==> config.mk <==
export PLATFORM = sky130hd
export DESIGN_NAME = sys_addr_decoder
export DESIGN_NICKNAME = d
export VERILOG_FILES = /design/src/rtl/sad_pkg.sv /design/src/rtl/sad_io_windows.sv /design/src/rtl/sad_rom_select.sv /design/src/rtl/sys_addr_decoder.sv
export SDC_FILE = /design/constraint.sdc
export NUM_CORES = 1
export LEC_CHECK = 0
export BUFFER_PORTS_ARGS = -buffer_cell sky130_fd_sc_hd__clkbuf_2
export CAP_MARGIN = 10
export CORE_AREA = 2 2 39 41
export DETAILED_ROUTE_END_ITERATION = 6
export DIE_AREA = 0 0 41 43
export PLACE_DENSITY = 0.41
export SYNTH_ARGS = -nofsm -noshare
export SYNTH_HDL_FRONTEND = slang
export SYNTH_SLANG_ARGS = --single-unit
==> constraint.sdc <==
create_clock -name vclk -period 1.4
set_input_delay 0.28 -clock vclk [all_inputs]
set_output_delay 0.28 -clock vclk [all_outputs]
set_load 0.02 [all_outputs]
==> src/rtl/sad_pkg.sv <==
package sad_pkg;
  localparam int ADDR_W    = 16;
  localparam int IO_WIN    = 8;
  localparam int IO_IDX_W  = $clog2(IO_WIN);
  localparam int IO_SPAN_W = 4;                           // 16 registers per window
  localparam int IO_TOP    = IO_SPAN_W + IO_IDX_W;        // first bit above I/O area
  localparam int ROM_SPLIT = ADDR_W - 3;                  // bit that halves the ROM area

  // lower half of the map belongs to RAM
  function automatic logic is_ram_zone(input logic [ADDR_W-1:0] a);
    return ~a[ADDR_W-1];
  endfunction

  // top quarter belongs to ROM
  function automatic logic is_rom_zone(input logic [ADDR_W-1:0] a);
    return a[ADDR_W-1] & a[ADDR_W-2];
  endfunction

  // packed I/O block: top bit set, everything between it and the window index clear
  function automatic logic is_io_zone(input logic [ADDR_W-1:0] a);
    return a[ADDR_W-1] & ~(|a[ADDR_W-2:IO_TOP]);
  endfunction

  function automatic logic [IO_IDX_W-1:0] io_index(input logic [ADDR_W-1:0] a);
    return a[IO_TOP-1:IO_SPAN_W];
  endfunction

  // gap between I/O block and ROM
  function automatic logic is_gap_zone(input logic [ADDR_W-1:0] a);
    return a[ADDR_W-1] & ~a[ADDR_W-2] & (|a[ADDR_W-3:IO_TOP]);
  endfunction
endpackage

==> src/rtl/sad_io_windows.sv <==
module sad_io_windows
  import sad_pkg::*;
#(
  parameter int N_WIN = IO_WIN,
  localparam int IDX_W = $clog2(N_WIN)
) (
  input  logic             enable,
  input  logic [IDX_W-1:0] idx,
  output logic [N_WIN-1:0] sel_n
);
  logic [N_WIN-1:0] hit;

  for (genvar k = 0; k < N_WIN; k++) begin : g_win
    assign hit[k] = enable & (idx == IDX_W'(k));
  end

  assign sel_n = ~hit;

  always_comb begin
    // an enabled block lights exactly one window, a disabled one none
    p_io_onehot_r6: assert (enable ? $onehot(hit) : (hit == '0))
      else $error("io window decode broken idx=%0d en=%0b", idx, enable);
  end
endmodule

==> src/rtl/sad_rom_select.sv <==
module sad_rom_select #(
  parameter bit HAS_ROM2 = 1'b0
) (
  input  logic zone,
  input  logic upper_half,
  output logic rom1_sel_n,
  output logic rom2_sel_n
);
  logic pick_upper;

  // single device answers both halves (mirror); split map uses the halving bit
  assign pick_upper = HAS_ROM2 ? upper_half : 1'b1;
  assign rom1_sel_n = ~(zone & pick_upper);

  if (HAS_ROM2) begin : g_split
    assign rom2_sel_n = ~(zone & ~upper_half);
  end else begin : g_mirror
    assign rom2_sel_n = 1'b1;
  end

  always_comb begin
    // the two ROM selects are never low together
    p_rom_exclusive_r4: assert (rom1_sel_n | rom2_sel_n)
      else $error("both ROM selects active");
    // the vector half always reaches the primary ROM
    p_rom_vectors_r3: assert (!(zone && upper_half) || !rom1_sel_n)
      else $error("primary ROM missing in upper half");
  end
endmodule

==> src/rtl/sys_addr_decoder.sv <==
module sys_addr_decoder
  import sad_pkg::*;
#(
  parameter bit HAS_ROM2 = 1'b0
) (
  input  logic [15:0] addr,
  input  logic        rw_n,
  input  logic        phase,
  output logic        ram_sel_n,
  output logic        ram_wr_n,
  output logic        rom1_sel_n,
  output logic        rom2_sel_n,
  output logic [7:0]  io_sel_n,
  output logic        unmapped
);
  // named zone wires, brought out for the checks below
  logic ram_zone, rom_zone, io_zone, gap_zone;
  logic ram_gated;

  assign ram_zone = is_ram_zone(addr);
  assign rom_zone = is_rom_zone(addr);
  assign io_zone  = is_io_zone(addr);
  assign gap_zone = is_gap_zone(addr);

  // RAM path: only while the phase qualifier is high
  assign ram_gated = ram_zone & phase;
  assign ram_sel_n = ~ram_gated;
  assign ram_wr_n  = ~(ram_gated & ~rw_n);

  sad_io_windows #(.N_WIN(IO_WIN)) u_io (
    .enable (io_zone),
    .idx    (io_index(addr)),
    .sel_n  (io_sel_n)
  );

  sad_rom_select #(.HAS_ROM2(HAS_ROM2)) u_rom (
    .zone       (rom_zone),
    .upper_half (addr[ROM_SPLIT]),
    .rom1_sel_n (rom1_sel_n),
    .rom2_sel_n (rom2_sel_n)
  );

  assign unmapped = gap_zone;

  always_comb begin
    // never more than one device enabled
    p_single_select_r8: assert ($countones({~ram_sel_n, ~rom1_sel_n, ~rom2_sel_n, ~io_sel_n}) <= 1)
      else $error("several selects at addr %h", addr);
    // the empty flag and any select exclude each other
    p_gap_quiet_r9: assert (!unmapped || ({ram_sel_n, rom1_sel_n, rom2_sel_n, io_sel_n} == '1))
      else $error("select inside empty region at %h", addr);
    // a write strobe implies the RAM select
    p_wr_inside_sel_r2: assert (ram_wr_n || !ram_sel_n)
      else $error("write strobe without select at %h", addr);
    // the four zones partition the address space
    p_zone_cover_r7: assert ($onehot({ram_zone, rom_zone, io_zone, gap_zone}))
      else $error("zone overlap or hole at %h", addr);
  end
endmodule

# == Word-level counts from Yosys, hierarchy flattened ==
# Index checks and enable logic that the tools add are counted.
# word_totals
wordCells,32
regBits,0
input_bits,18
output_inout_bits,13
# classes
eq_ne,7
n_reduce_logical,3
n_bitwise,22
# ops
op,n
1-bit bitwise AND,14
"3-bit == test, second input constant",4
8-bit NOT,1
8-bit OR reduction,1
1-bit NOT,7
7-bit OR reduction,1
"3-bit by 2-bit == test with 1-bit output, second input constant",2
"3-bit by 1-bit == test with 1-bit output, second input constant",1
3-bit logical NOT,1

# == Longest topological paths before layout ==
# logic_depth
ltp_word,5
ltp_mapped,2
mapped_depth_nobuf,2

# == Cells and area by module ==
# A second synthesis with hierarchy kept.
# hier_totals
hier_cells,19
hier_area_um2,148.9
# by_module_without_submodules
mod,seq_area_each_um2,cells_each,instances,area_per_inst_um2
sad_io_windows,0.0,8,1,76.3
sys_addr_decoder,0.0,8,1,57.6
sad_rom_select,0.0,3,1,15.0

# == Worst setup path before layout ==
# No wires, ideal clock.
# synth_timing
path_type,input-to-output
start,in addr[10]
end,out io_sel_n[0]
n_path_buf,0
path_stages,2
arrival_time_ns,1.007
slack_ns,0.113
required_ns,1.120
path_cell_list,nor4_4 -> nand4b_1
# synth_between
elab_chain_cells,5
# synth_lines
item,line_no,source
start: declaration,sys_addr_decoder.sv:6,"input logic [15:0] addr,"
8-bit OR reduction,sad_pkg.sv:21,return a[ADDR_W-1] & ~(|a[ADDR_W-2:IO_TOP]);
1-bit NOT,sad_pkg.sv:21,
1-bit bitwise AND,sad_pkg.sv:21,
1-bit bitwise AND,sad_io_windows.sv:14,assign hit[k] = enable & (idx == IDX_W'(k));
8-bit NOT,sad_io_windows.sv:17,assign sel_n = ~hit;
end: declaration,sys_addr_decoder.sv:13,"output logic [7:0] io_sel_n,"
# No other way between the ends.

# == Worst setup path after layout ==
# layout_timing
start,in addr[10]
end,out io_sel_n[5]
# Same word-level chain as after synthesis.

==> run metrics <==
DRT antenna net count 0; register area share after synthesis 0; setup ws final 0.04441 ns; startpoint types input port; Hold Crit Depth 3; Die Footprint 1763 um^2; final hold vios 0; final wirelength 539 um; Yosys top cell by area nand4b_1; Layout Cells excl Fill 66; Initial Util 0.1221; top cells by count, synth nand4_1, nand4b_1, nand2b_1; fin crit period 1.356 ns; met2 Usage GRT 0.1031; Mapped Nets 39; global-route wire length before repair 724 um; Top-Level Pins 31; Via density 4.136; Setup Viol. Count Final 0; Placer Congestion 0.5919; post-synth top area share 0.2074; drt pass-1 iters 2; crit path buf inv count 3; drt drc 0; count of clock buffers in the final design 0; Reg area 0 um^2; Post CTS Setup Buffer Count 0; Critical Path Stages 5; critical path endpoint category primary output; drt wl/cell 8.167 um; CP cell instances clkbuf_2 > nor4_4 > buf_4 > nand4b_1 > buf_2; via count 273; critical path type in -> out; ant diodes 0; Multi-input gate area 161.4 um^2; Hold-fix buffers, CTS 0; Slowest cell on crit path nor4_4; critical path arrival 1.08 ns; seq_cells 0; Post-Syn Area 168.9 um^2; port bufs 26; gr usage total 0.05395; Synth area leaders nand4b_1, nand4_1, nor4_4; fmax 737.7 MHz; Yosys cell types 14; largest net degree at the start of global routing 10; GRT busiest layer met2; initial DRC count 3; area delta synth->final 102.2%; worst-path maximum fanout 9; Peak supply drop 0.00004997 V; met3 global-route usage 0; met1 Usage GRT 0.06646; GRT overflow 0; Hold WC Path Type in -> out; initial antenna violation count 0; fillers 170; CORE AREA 1384 um^2; Tcrit/Tclk final 0.9683; Max-Cap Viols 0; Nets 70; status finished clean; Cell Pwr Density 199.0 nW/um^2; total of warnings raised by yosys 0; Place WS 0.008797 ns; Die Ht 43 um; DP Wirelength 481.8 um; slowest cell delay on critical path 0.25 ns; Mapped Cells 21; LEAKAGE 0.1452 nW; share of layout cells above drive strength 1 0.6800; Rows 14; average size of a mapped cell 8.043 um^2; RSZ-0062 raised after global routing yes; CP top delay family buffers and inverters; Cells after DPL 66; critical path required time 1.12 ns; die width 41 um; vias in the first global route 205; Max Slew Vio Count 0
what timing repair did:
item,CTS,global route
hold endpoints to repair,0,0
resized for setup,0,8
setup endpoints to repair,0,8
metrics by stage:
stage                     power, mW  setup TNS, ns  area (um^2)    util  hold slack, ns
after global placement      0.06765              0        341.6  0.2468          0.8387
final                       0.06796              0        341.6  0.2468          0.8394
after global routing        0.07404        -0.1363        341.6  0.2468          0.8691
after floorplan             0.02861              0        168.9       -          0.6766
after detailed placement    0.06843              0        341.6  0.2468          0.8384
after CTS                   0.06855              0        341.6  0.2468          0.8406
cells in the final DEF, fill, tap and decap left out:
cell type / synthesis / final
clkbuf_2: 0 / 18
buf_2: 0 / 8
nand4_1: 4 / 4
nand4b_1: 4 / 4
buf_4: 1 / 4
nand2b_1: 2 / 2
nor4b_2: 1 / 1
nor4_4: 1 / 1
nor3b_1: 1 / 1
and3b_1: 1 / 1
nor4_2: 1 / 1
nor3_1: 1 / 1
a21oi_1: 1 / 1
or2_2: 1 / 1
nand2_1: 1 / 1
conb_1: 1 / 1
logic make-up after synthesis:
kind of cell / share of synthesized area
simple gates: 0.9036
compound gates: 0.02960
buf+inv: 0.04446
other cells: 0.02220
path summary, 6_finish.rpt:
check                 startpoint           to
worst max-delay path    addr[10]  io_sel_n[5]
worst min-delay path       phase    ram_sel_n
layout make-up:
type | count | share of cell area
multi-input cells | 20 | 0.4725
repair buffers | 30 | 0.4689
well taps | 16 | 0.05861
power by group:
group          switching, mW  total (mW)  internal, mW
Clock                      0           0             0
Combinational         0.0365      0.0680        0.0315
Sequential                 0           0             0
layer usage:
metal  vias up  part of all wire
met2        15              0.45
met1       114              0.43
met4         0                 0
met5         -                 0
li1        144                 -
met3         0              0.12
(Power assumes the default switching activity.)
